`src/rtl/pbe_pkg.sv`:
```
package pbe_pkg;

   typedef enum logic {
      POL_TRUE = 1'b0,
      POL_INV  = 1'b1
   } pbe_pol_e;

   typedef enum logic {
      CNT_RIPPLE = 1'b0,
      CNT_PAIRED = 1'b1
   } pbe_cnt_e;

endpackage

```
`src/rtl/pbe_ones_count.sv`:
```
module pbe_ones_count #(
   parameter int                W      = 18,
   parameter pbe_pkg::pbe_cnt_e STYLE  = pbe_pkg::CNT_RIPPLE,
   localparam int               CNT_W  = $clog2(W + 1)
) (
   input  logic [W-1:0]     vec,
   output logic [CNT_W-1:0] ones
);

   initial begin
      if (W < 2) $error("pbe_ones_count: W must be at least 2");
   end

   generate
      if (STYLE == pbe_pkg::CNT_RIPPLE) begin : g_ripple
         logic [CNT_W-1:0] acc [0:W];
         assign acc[0] = '0;
         for (genvar i = 0; i < W; i++) begin : g_bit
            assign acc[i+1] = acc[i] + CNT_W'(vec[i]);
         end
         assign ones = acc[W];
      end else begin : g_paired
         localparam int NP = (W + 1) / 2;
         logic [1:0]       pair [0:NP-1];
         logic [CNT_W-1:0] acc  [0:NP];
         assign acc[0] = '0;
         for (genvar p = 0; p < NP; p++) begin : g_pair
            if (2*p + 1 < W) begin : g_two
               assign pair[p] = {1'b0, vec[2*p]} + {1'b0, vec[2*p+1]};
            end else begin : g_one
               assign pair[p] = {1'b0, vec[2*p]};
            end
            assign acc[p+1] = acc[p] + CNT_W'(pair[p]);
         end
         assign ones = acc[NP];
      end
   endgenerate

endmodule

```
`src/rtl/pbe_fill_gen.sv`:
```
module pbe_fill_gen #(
   parameter int SLOT_W = 8,
   parameter int RD_W   = 7
) (
   input  logic signed [RD_W-1:0] rd,
   output logic [SLOT_W-1:0]      fill
);

   initial begin
      if (SLOT_W < 1)  $error("pbe_fill_gen: SLOT_W must be positive");
      if (RD_W < 3)    $error("pbe_fill_gen: RD_W too narrow");
   end

   logic run_bit;
   int   run_len;
   int   mag;

   always_comb begin
      run_bit = rd[RD_W-1];
      mag     = rd[RD_W-1] ? -int'(rd) : int'(rd);
      run_len = (mag > SLOT_W) ? SLOT_W : mag;
   end

   generate
      for (genvar j = 0; j < SLOT_W; j++) begin : g_fill
         always_comb begin
            if (j < run_len) begin
               fill[j] = run_bit;
            end else if (((j - run_len) % 2) == 0) begin
               fill[j] = ~run_bit;
            end else begin
               fill[j] = run_bit;
            end
         end
      end
   endgenerate

endmodule

```
`src/rtl/pbe_pol_decide.sv`:
```
module pbe_pol_decide #(
   parameter int RD_W = 7
) (
   input  logic signed [RD_W-1:0] rd,
   input  logic signed [RD_W-1:0] d_true,
   output pbe_pkg::pbe_pol_e      pol
);

   logic same_sign;

   always_comb begin
      same_sign = (rd[RD_W-1] == d_true[RD_W-1]);
      if ((rd != '0) && (d_true != '0) && same_sign) begin
         pol = pbe_pkg::POL_INV;
      end else begin
         pol = pbe_pkg::POL_TRUE;
      end
   end

endmodule

```
`src/rtl/pbe_encoder.sv`:
```
module pbe_encoder #(
   parameter int                WORD_W    = 18,
   parameter int                SLOT_LO   = 1,
   parameter int                SLOT_W    = 8,
   parameter pbe_pkg::pbe_cnt_e CNT_STYLE = pbe_pkg::CNT_RIPPLE
) (
   input  logic              clk,
   input  logic              rst_n,
   input  logic              frame_start,
   input  logic              slot_free,
   input  logic [WORD_W-1:0] word_in,
   output logic [WORD_W-1:0] word_out,
   output logic              out_frame_start
);

   localparam int CNT_W = $clog2(WORD_W + 1);
   localparam int RD_W  = $clog2(2*WORD_W + 1) + 1;
   localparam int GUARD = WORD_W - 1;
   localparam logic signed [RD_W-1:0] WORD_S = RD_W'(WORD_W);

   initial begin
      if (WORD_W < 4)                   $error("pbe_encoder: WORD_W too small");
      if (SLOT_LO < 1)                  $error("pbe_encoder: slot overlaps polarity bit");
      if (SLOT_LO + SLOT_W > WORD_W - 1) $error("pbe_encoder: slot overlaps guard bit");
   end

   logic signed [RD_W-1:0] rd_q;
   logic signed [RD_W-1:0] rd_eff;
   logic signed [RD_W-1:0] d_true;
   logic signed [RD_W-1:0] d_tx;
   logic signed [RD_W-1:0] rd_next;
   logic [SLOT_W-1:0]      fill;
   logic [WORD_W-1:0]      w_true;
   logic [WORD_W-1:0]      w_tx;
   logic [CNT_W-1:0]       ones_true;
   logic [CNT_W-1:0]       ones_tx;
   pbe_pkg::pbe_pol_e      pol;

   // running disparity seen by this word
   always_comb begin
      rd_eff = frame_start ? '0 : rd_q;
   end

   pbe_fill_gen #(
      .SLOT_W (SLOT_W),
      .RD_W   (RD_W)
   ) u_fill (
      .rd   (rd_eff),
      .fill (fill)
   );

   // true-form word: polarity bit cleared, slot optionally replaced
   always_comb begin
      w_true    = word_in;
      w_true[0] = 1'b0;
      if (slot_free) begin
         w_true[SLOT_LO +: SLOT_W] = fill;
      end
   end

   pbe_ones_count #(
      .W     (WORD_W),
      .STYLE (CNT_STYLE)
   ) u_cnt_true (
      .vec  (w_true),
      .ones (ones_true)
   );

   always_comb begin
      d_true = ($signed(RD_W'(ones_true)) <<< 1) - WORD_S;
   end

   pbe_pol_decide #(
      .RD_W (RD_W)
   ) u_pol (
      .rd     (rd_eff),
      .d_true (d_true),
      .pol    (pol)
   );

   always_comb begin
      if (pol == pbe_pkg::POL_INV) begin
         w_tx = {w_true[GUARD], ~w_true[GUARD-1:1], 1'b1};
      end else begin
         w_tx = w_true;
      end
   end

   pbe_ones_count #(
      .W     (WORD_W),
      .STYLE (CNT_STYLE)
   ) u_cnt_tx (
      .vec  (w_tx),
      .ones (ones_tx)
   );

   always_comb begin
      d_tx    = ($signed(RD_W'(ones_tx)) <<< 1) - WORD_S;
      rd_next = rd_eff + d_tx;
   end

   always_ff @(posedge clk) begin
      if (!rst_n) begin
         word_out        <= '0;
         out_frame_start <= 1'b0;
         rd_q            <= '0;
      end else begin
         word_out        <= w_tx;
         out_frame_start <= frame_start;
         rd_q            <= rd_next;
      end
   end

   // marker follows its word by one clock
   a_r2_marker_latency: assert property (@(posedge clk) disable iff (!rst_n)
      $past(rst_n) |-> (out_frame_start == $past(frame_start)));

   // guard bit passes unchanged
   a_r3_guard_bit: assert property (@(posedge clk) disable iff (!rst_n)
      $past(rst_n) |-> (word_out[GUARD] == $past(word_in[GUARD])));

   // true-form word keeps the bits above the slot
   a_r4_true_upper: assert property (@(posedge clk) disable iff (!rst_n)
      ($past(rst_n) && !word_out[0]) |->
         (word_out[GUARD-1:SLOT_LO+SLOT_W] == $past(word_in[GUARD-1:SLOT_LO+SLOT_W])));

   // inverted word complements the bits above the slot
   a_r4_inv_upper: assert property (@(posedge clk) disable iff (!rst_n)
      ($past(rst_n) && word_out[0]) |->
         (word_out[GUARD-1:SLOT_LO+SLOT_W] == ~$past(word_in[GUARD-1:SLOT_LO+SLOT_W])));

   // without a free slot the payload follows the input
   a_r5_slot_kept: assert property (@(posedge clk) disable iff (!rst_n)
      ($past(rst_n) && !$past(slot_free)) |->
         (word_out[SLOT_LO +: SLOT_W] ==
          ($past(word_in[SLOT_LO +: SLOT_W]) ^ {SLOT_W{word_out[0]}})));

   // running disparity stays inside one word's worth
   a_r10_rd_bound: assert property (@(posedge clk) disable iff (!rst_n)
      (rd_q <= WORD_S) && (rd_q >= -WORD_S));

endmodule

```
`config.mk`:
```
export PLATFORM = sky130hd
export DESIGN_NAME = pbe_encoder
export DESIGN_NICKNAME = d
export VERILOG_FILES = /design/src/rtl/pbe_pkg.sv /design/src/rtl/pbe_ones_count.sv /design/src/rtl/pbe_fill_gen.sv /design/src/rtl/pbe_pol_decide.sv /design/src/rtl/pbe_encoder.sv
export SDC_FILE = /design/constraint.sdc
export NUM_CORES = 1
export LEC_CHECK = 0
export ABC_AREA = 1
export CORE_ASPECT_RATIO = 1.4
export CORE_MARGIN = 1.5
export CORE_UTILIZATION = 60
export DETAILED_ROUTE_END_ITERATION = 8
export PLACE_DENSITY = 0.86
export SLEW_MARGIN = 20
export SYNTH_ARGS = -nofsm -noshare
export SYNTH_HDL_FRONTEND = slang
export SYNTH_HIERARCHICAL = 1
export SYNTH_SLANG_ARGS = --single-unit
```
`constraint.sdc`:
```
create_clock -name clk -period 23.7 [get_ports clk]
set_input_delay 4.74 -clock clk [delete_from_list [all_inputs] [get_ports clk]]
set_output_delay 4.74 -clock clk [all_outputs]
set_load 0.1 [all_outputs]
```
# == After elaboration in Yosys (flattened, before gate mapping) ==
# Cells that the tools add are included.
# word_totals
register_bits,26
latch_bits,0
mem_bits_rw,0
rom_bits,0
in_bits,22
n_memories,0
# classes
add_sub_neg,45
mul,0
div,0
order_cmp,9
eq_ne,1
shifts,0
mux,22
bitwise_logic,10
n_reduce_logical,12
# op_table
operator,count
$logic_not 32->1,8
$add 5x1->5,31
$lt 4x32->1 const A,4
$sub 4x32->32 const A,4
$lt 3x32->1 const A,2
$mux 32,2
$sub 3x32->32 const A,2
$gt 32x5->1 const B,1
$lt 1x32->1 const A,1
$lt 2x32->1 const A,1
$neg 7->32,1
$sub 1x32->32 const A,1
$sub 2x32->32 const A,1
$mux 1,17
$mux 17,1
$not 16->16,1
$reduce_bool 7->1,2
$sub 6x5->7 const B,2
$and 1x1->1,8
$mux 8,1
$add 7x7->7,1
$mux 7,1
$add 1x1->2,2
$logic_and 1x1->1,2
other kinds (2),2

# == Depth between registers and ports, before layout ==
# Gate-level depths: netlist of the first run.
# logic_depth
ltp_word,52
ltp_mapped,67
ltp_nobuf,65

# == By module ==
# The synthesis of the first run kept the hierarchy.
# modules_own_cells
module,instances,cells_per_inst,area_each_um2,seq_area_each_um2
pbe_encoder,1,213,1447.6,520.5
pbe_ones_count,2,65,521.8,0.0
pbe_fill_gen,1,68,370.4,0.0
pbe_pol_decide,1,16,66.3,0.0

# == Worst setup path before layout of the first run ==
# No wires, ideal clock.
# synth_timing
path_kind,input-to-reg
start,in frame_start
end,reg rd_q[6]
arrival_ns,15.064
path_slack_ns,8.523
path_stages,61
path_buffers,2
path_cell_list,inv_1 > nand2_1 > inv_1 > inv_1 > ha_1 > or2_1 > xor2_1 > inv_2 > nand3_4 > inv_1 > a21oi_2 > nand2_1 > nand2_1 > inv_1 > fa_1 > fa_1 > fa_1 > fa_1 > [25 not listed] > fa_1 > inv_1 > ha_1 > inv_1 > fa_1 > inv_1 > inv_1 > ha_1 > inv_1 > ha_1 > inv_1 > fa_1 > inv_1 > nand3_1 > nand2_1 > nand2_1 > nand2_1 > nor2_1
# synth_rtl
element,line_no,source
"start, declared",pbe_encoder.sv:9,"input logic frame_start,"
$mux 7 *,pbe_encoder.sv:41,rd_eff = frame_start ? '0 : rd_q;
named net rd_eff[1],pbe_encoder.sv:28,logic signed [RD_W-1:0] rd_eff;
$neg 7->32,pbe_fill_gen.sv:20,mag = rd[RD_W-1] ? -int'(rd) : int'(rd);
$mux 32 *,pbe_fill_gen.sv:20,
$gt 32x5->1,pbe_fill_gen.sv:21,run_len = (mag > SLOT_W) ? SLOT_W : mag;
$mux 32 *,pbe_fill_gen.sv:21,
$sub 3x32->32,pbe_fill_gen.sv:29,end else if (((j - run_len) % 2) == 0) begin
$and 1x1->1 (no source line),--,
[3 not listed],--,
named net fill[2],pbe_encoder.sv:32,logic [SLOT_W-1:0] fill;
[1 not listed],--,
named net w_true[3],pbe_encoder.sv:33,logic [WORD_W-1:0] w_true;
[15 not listed],--,
named net ones_true[1],pbe_encoder.sv:35,logic [CNT_W-1:0] ones_true;
[1 not listed],--,
named net d_true[5],pbe_encoder.sv:29,logic signed [RD_W-1:0] d_true;
[3 not listed],--,
$mux 1 *,pbe_pol_decide.sv:13,if ((rd != '0) && (d_true != '0) && same_sign) begin
named net pol,pbe_encoder.sv:37,pbe_pkg::pbe_pol_e pol;
$mux 17 *,pbe_encoder.sv:82,if (pol == pbe_pkg::POL_INV) begin
named net w_tx[13],pbe_encoder.sv:34,logic [WORD_W-1:0] w_tx;
$add 5x1->5 * (5 in series),pbe_ones_count.sv:19,assign acc[i+1] = acc[i] + CNT_W'(vec[i]);
named net ones_tx[1],pbe_encoder.sv:36,logic [CNT_W-1:0] ones_tx;
$sub 6x5->7 *,pbe_encoder.sv:98,d_tx = ($signed(RD_W'(ones_tx)) <<< 1) - WORD_S;
$add 7x7->7 *,pbe_encoder.sv:99,rd_next = rd_eff + d_tx;
"end signal, assigned",pbe_encoder.sv:110,rd_q <= rd_next;
"end, declared",pbe_encoder.sv:27,logic signed [RD_W-1:0] rd_q;
# Mark *: on every way through the listed nets, which the timed path passes. The rest lies on a longest branch.
# A chain may end at the register's enable or synchronous reset.

# == Worst setup path after layout of the first run ==
# layout_timing
start,in frame_start
end,reg rd_q[6]
# layout_rtl
element,line_no
$mux 7 *,pbe_encoder.sv:41
named net rd_eff[6],pbe_encoder.sv:28
$neg 7->32,pbe_fill_gen.sv:20
$mux 32,pbe_fill_gen.sv:20
$gt 32x5->1,pbe_fill_gen.sv:21
$mux 32,pbe_fill_gen.sv:21
$sub 3x32->32,pbe_fill_gen.sv:29
$and 1x1->1 (no source line),--
[3 not listed],--
named net fill[2],pbe_encoder.sv:32
[1 not listed],--
named net w_true[3],pbe_encoder.sv:33
[15 not listed],--
named net ones_true[1],pbe_encoder.sv:35
[1 not listed],--
named net d_true[5],pbe_encoder.sv:29
[3 not listed],--
$mux 1 *,pbe_pol_decide.sv:13
named net pol,pbe_encoder.sv:37
$mux 17 *,pbe_encoder.sv:82
named net w_tx[11],pbe_encoder.sv:34
$add 5x1->5 * (7 in series),pbe_ones_count.sv:19
named net ones_tx[1],pbe_encoder.sv:36
$sub 6x5->7 *,pbe_encoder.sv:98
$add 7x7->7 *,pbe_encoder.sv:99
# Marked as above.

==> results.txt, run 1 <==
- Cell repeated most along the worst path: inv_1
- Worst setup slack after placement: 6.306 ns
- Count of endpoints failing hold in the final timing report: 0
* Maximum number of pins on one net before global-route repair: 25
- Data arrives at the worst endpoint at 17.31 ns.
* Fraction of final layout cells with drive strength greater than 1: 0.08621
- Number of pins with negative max-slew slack in the final report: 0
- Count of input and output buffers: 39
- Routed wire length: 5931 um
* Final critical delay including setup and external delays: 17.14 ns
- Clock latency at the later pin of the worst-skew pair: 0.28 ns
- In the final layout, flip-flops and latches occupy 520.5 um^2.
* TritonCTS sink count: 26
- Hold Path Class: reg2reg
- Adding up every negative setup slack in the final design gives 0 ns.
- Counting the buffers created by CTS gives 3.
- Clock tree from TritonCTS: yes
* Maximum level of the CTS H-tree: 1
- Estimated wirelength of the detail-placed design: 5047 um
- Post-synthesis cell type count: 31
- The initial antenna violation count was 0.
* Synth area leaders: dfxtp_1 18%, fa_1 17%, inv_1 14%
- Once routing completed, OpenROAD measured the worst setup slack at 6.560 ns.
- Setup repair after global routing left no endpoint under its margin.
- The share of the Yosys chip area taken by registers is 0.1778.
- For the final database, setup skew stands at 0.007288 ns.
* Vias per inst: 4.772
- Hold buffer count at cts: 0
- On the worst path, the slowest cell contributes a delay of 0.62 ns.
- Worst rel slew slack: 0.3494
* Hold endpoint: rd_q[0]
* Die area: 5314 um^2
* Filler cells: 387
* Worst r2r dst: rd_q[6]
- For the pin with the worst max-slew slack, the measured transition is 0.9729 ns.
* Final-report setup violation count: 0
* Number of antenna diodes: 0
- Across every metal layer, demand over resource in global routing totals 0.2469.
- Summing all multi-input logic gate instances after layout gives 1907 um^2.
- Status: complete, no violations
- Maximum Capacitance Violations: 0
* Root buffer cell: clkbuf_8
- Vias in the first global route: 2499
* Gate count after technology mapping: 427
- Cells on worst reg2reg path: 57
- Clock buffer depth: 2
- Synth area leader: dfxtp_1
* Gp weighted congestion: 0.8355
- Instance count along the most critical hold path: 2
- In the routed design, unresolved DRC markers number 0.
- Crit-path max FO: 24
* Reg2reg setup slack: 11.46 ns
* Area of the core: 4608 um^2
* DRC violation total after the first TritonRoute iteration: 109
- Source of the worst register-to-register timing path: rd_q[6]
* Flops & latches, synth: 26
- Clock-pin slew was measured on the worst setup and hold paths at 0.08 ns.
- The Yosys step of the flow raised 6 warnings.
- The slowest stage of the critical path is the nor2_1 cell.
* Maximum clock frequency: 0.05834 GHz
* Top Ports: 41
- Die Ht: 85.66 um
- The worst setup path is of the in2reg kind.
- Global route total overflow: 0
- Number of buffers inserted by post-CTS setup repair: 0
* Net count, final: 539
* Effective utilization at floorplan: 0.6354
* Start point of the worst hold path: rd_q[0]
- Routed Antenna Nets: 0
- Averaged over all synthesized cells, the footprint is 6.857 um^2.
- Detailed-route wire length per cell: 11.28 um
- Summed instance area of the synthesized netlist: 2928 um^2
- STA classifies the critical path endpoint as a flip-flop.
- Router iterations before antenna repair: 4
- Gates resized during post-CTS repair numbered 0.
* Req. time, crit path: 23.87 ns
- Growth of design area from synthesis to finish: 16.11%
- Wire length of the first global-routing pass: 10040 um
- In this run the core area contains 29 standard-cell rows.
- Proportion of netlist area held by the largest area contributor: 0.1778
- Total number of vias: 2510
- In this run the horizontal extent of the chip is 62.04 um.
* Kind of start point of the critical path: primary input
- Final clock period utilization by the worst path: 0.7232
## flip-flops by register name, indices dropped and copies added (netlist names)
register / count
word_out: 18
out_frame_start: 1
rd_q: 7
## cell type report
cell class,instances,area share
tap,62,0.02282
timing repair buffer,39,0.1148
multi-input combinational,276,0.5609
inverter,119,0.1321
sequential,26,0.1531
clock buffer,4,0.01619
## cell usage in the layout, fill, tap and decap left out, types with 3 or more instances in the layout
master and count:
a21oi_1 12, a21oi_2 6, clkbuf_8 4, clkdlybuf4s50_1 39, dfxtp_1 26, fa_1 25, ha_1 27, inv_1 113
inv_2 5, nand2_1 109, nand2_2 7, nand3_1 21, nor2_1 31, o21ai_0 3, o21ai_1 5, or2_2 6
or2_4 4, xnor2_1 3, xor2_1 5
## worst max path at each step
stage | from | endpoint
floorplan | frame_start | rd_q[6]
CTS | frame_start | rd_q[6]
detailed placement | frame_start | rd_q[6]
global route | frame_start | rd_q[6]
global placement | frame_start | rd_q[6]
finish | frame_start | rd_q[6]
## worst max-delay path, delay by kind of cell
family          cells  cell delay, ns
simple gates       16            2.16
compound gates      2            0.35
buf+inv            21            2.46
fa+ha+maj          18            7.14
xor+xnor            2            0.41
## cells in the mapped netlist, drive strengths merged
cell and instances:
xnor2 3, ha 27, a21oi 18, conb 1, or2 11, buf 6, nand2 118, nand3 23
nand4 1, o21ai 8, fa 25, inv 119, nor3 1, dfxtp 26, xor2 5, clkbuf 1
nor2 34
## metrics by stage
stage / util / hold slack, ns / std cells / instance area, um^2
6_report: 0.7377 / 0.4503 / 526 / 3400
4_1_cts: 0.7377 / 0.4506 / 526 / 3400
3_3_place_gp: 0.7258 / 0.4308 / 522 / 3344
2_1_floorplan: - / 0.4215 / 428 / 2932
3_5_place_dp: 0.7258 / 0.4380 / 522 / 3344
5_1_grt: 0.7377 / 0.4780 / 526 / 3400
## routing by layer
metal,routed length (um),up-vias,track usage,share of wire
met1,2360,1148,0.2667,0.40
met5,0,-,0,0
met3,141,12,0.02112,0.024
met4,176,0,0.08511,0.030
li1,-,1302,-,-
met2,3253,48,0.4697,0.55
## kinds of logic (layout without fill, tap and decap cells)
logic type	after synthesis	in the layout	synth area share
compound gates	26	26	0.05213
fa+ha+maj	52	52	0.2863
simple gates	188	188	0.2863
xor+xnor	8	8	0.02393
other cells	1	2	0.001281
flops	26	26	0.1778
buf+inv	126	162	0.1722
Power of run 1 is not shown: default switching activity piles up to over one toggle a cycle in this logic, so the estimate is an artifact.
==> run 2: changes to the inputs <==
Settings changed: CORE_UTILIZATION 60 to 56, PLACE_DENSITY 0.86 to 0.81.
Clock period 23.7 ns to 17.8 ns, I/O delays scaled along.
==> run 2 against run 1 <==
Cell count increased by 0.57%. Critical path depth stayed put. Non-clock buffer count is the same. Clock-buffer cell count down 1. Clock skew down 0.0025 ns. Register-to-register slack lost 5.8 ns. Hold slack improved by 0.0041 ns. First-iteration DRC count fell by 18%. Die area increased by 6.8%. Routed wire length is 1.7% lower. Critical path type unchanged. Largest cell class unchanged.
==> results.txt, run 2 (synthesis results as in run 1) <==
- Status: complete, no violations
- Req. time, crit path: 17.97 ns
- CP Depth: 59
- Cells on worst reg2reg path: 57
- The repair_antennas step left the layout with diodes totalling 0.
- Reg2reg setup slack: 5.63 ns
- The count of nets left with antenna violations once routing finished came out at 0.
- Summed over all failing endpoints, the final setup total negative slack is 0 ns.
- The first TritonRoute pass finished after 4 iterations.
- Kind of start point of the critical path: primary input
- CP max stage delay: 0.62 ns
* Post-route cell area: 3391 um^2
- The first global-routing pass estimated 9942 um of wire.
* Source of the worst register-to-register timing path: rd_q[6]
* Hold buffer count at cts: 0
- Worst r2r dst: rd_q[6]
* Site row count: 31
- Max-cap violations in this run came to 0.
* Most frequent standard cell in the layout excluding fill and tap cells: inv_1
- Top Ports: 41
- In the final layout, the share of cells above drive strength 1 is 0.08423.
* Met3 wire len: 120 um
* Post-CTS sizing: 0
* Die area: 5677 um^2
- In this run the number of H-tree levels came out at 1.
* Final-report setup violation count: 0
- Start-to-end type of the worst setup path: in2reg
* Critical-path cell with the highest stage delay: nor2_1
- The tightest min-delay check is of the reg2reg type.
* Vias per inst: 4.845
* Crit path DAT: 16.01 ns
- Clock tree from TritonCTS: yes
- Unrepaired setup endpoints after global routing: no
- TritonCTS sink count: 26
- The critical path starts at frame_start.
- In this run the top signal layer used is met4.
- From synthesis to final layout, the design area changed by 15.81%.
- Flip-flop count of the largest register, all copies and words added: 18
- Static timing analysis puts the maximum clock frequency at 0.06315 GHz.
* Worst path buffer plus inverter count: 21
* Effective utilization at floorplan: 0.5718
- The net count of the finished layout is 539.
- Vias in the first global route: 2399
- The detailed router finished its first iteration with 89 violations.
- The die is 88.56 um tall.
- Critical path capture point type: flip-flop
- Along the worst path, the maximum fanout reaches 24.
- Number of buffers inserted by post-CTS setup repair: 0
- After clock tree synthesis, the clock-pin slew on the worst setup and hold paths is 0.09 ns.
- The later pin in the worst-skew pair is clocked with a latency of 0.27 ns.
* Global route total overflow: 0
* Commonest non-fill, non-tap cells in the layout: 113 x inv_1, 109 x nand2_1, 39 x clkdlybuf4s50_1, 31 x nor2_1, 27 x ha_1
* Final clock period utilization by the worst path: 0.8896
- Number of design rule violations left after detail routing: 0
- The number of pins exceeding their max-slew limit in the final report came to 0.
- Cell repeated most along the worst path: inv_1
- In this run the clock root is driven by a clkbuf_8.
- Routability-driven placement finished with a final weighted congestion of 0.8274.
- Maximum number of pins on one net before global-route repair: 25
- Input and output buffers added on the ports amount to 39.
* Kind of cell adding the most delay to the critical path: adder cells
- Dpl cell area: 3349 um^2
- For the pin with the worst max-slew slack, the measured transition is 1.007 ns.
- Total number of vias: 2563
- Detailed-route wire length per cell: 11.03 um
- In this run the worst setup path terminates at rd_q[6].
* Biggest register: word_out
* Final critical delay including setup and external delays: 15.84 ns
* CTS Buf Count: 3
* Largest registers in the final layout: word_out (18), rd_q (7), out_frame_start (1)
- Estimated wirelength of the detail-placed design: 5004 um
- Clock buffer depth: 2
- Die boundary width: 64.11 um
* Skew final: 0.004751 ns
* Count of endpoints failing hold in the final timing report: 0
- Worst rel slew slack: 0.3263
- Tot GR Track Use: 0.2197
- The worst hold path passes through 2 cells.
- Routed wire length: 5833 um
- Metal2 WL: 3059 um
* Area of the core: 5120 um^2
- Wire length on met1: 2495 um
* Number of antenna violations at the first check in global routing: 0
-- run 2: changes by cell type in the layout (fill, tap and decap cells not counted), sizes merged --
cell,delta
clkbuf,-1
-- run 2: worst reg2reg max path, delay by kind of cell (launching register included) --
family / cells / cell delay (ns)
AO/OA/AOI/OAI: 2 / 0.31
XOR/XNOR: 2 / 0.38
adder cells (fa/ha/maj): 18 / 7.15
buffers and inverters: 19 / 1.77
flip-flops: 1 / 0.34
AND/OR/NAND/NOR: 16 / 2.11
-- run 2: worst min path at each step --
| stage | startpoint | end | slack, ns |
|---|---|---|---|
| 2_1_floorplan | rd_q[0] | rd_q[0] | 0.42 |
| 3_3_place_gp | rd_q[0] | rd_q[0] | 0.43 |
| 3_5_place_dp | rd_q[0] | rd_q[0] | 0.44 |
| 4_1_cts | rd_q[0] | rd_q[0] | 0.45 |
| 5_1_grt | rd_q[0] | rd_q[0] | 0.48 |
| 6_report | rd_q[0] | rd_q[0] | 0.45 |
-- run 2: metrics by stage --
step / cells / hold WS (ns) / util / worst slack [ns]
CTS: 529 / 0.4537 / 0.6623 / 1.992
finish: 529 / 0.4544 / 0.6623 / 1.965
detailed placement: 526 / 0.4414 / 0.6542 / 1.733
global placement: 526 / 0.4312 / 0.6542 / 1.941
floorplan: 428 / 0.4215 / - / 3.803
global route: 529 / 0.4765 / 0.6623 / 1.189
-- run 2: per-layer routing --
layer	track usage	vias up
li1	-	1308
met1	0.2712	1197
met2	0.3996	46
met3	0.01527	12
met4	0.08704	0
met5	0	-
-- run 2: area by class of cell --
cell class | count | area (um^2)
timing repair buffer | 39 | 390.4
multi-input combinational | 276 | 1907
sequential | 26 | 520.5
tap | 66 | 82.58
inverter | 119 | 449.2
fill | 474 | 1729
clock buffer | 3 | 41.29
Power of run 2 is left out for the same reason.
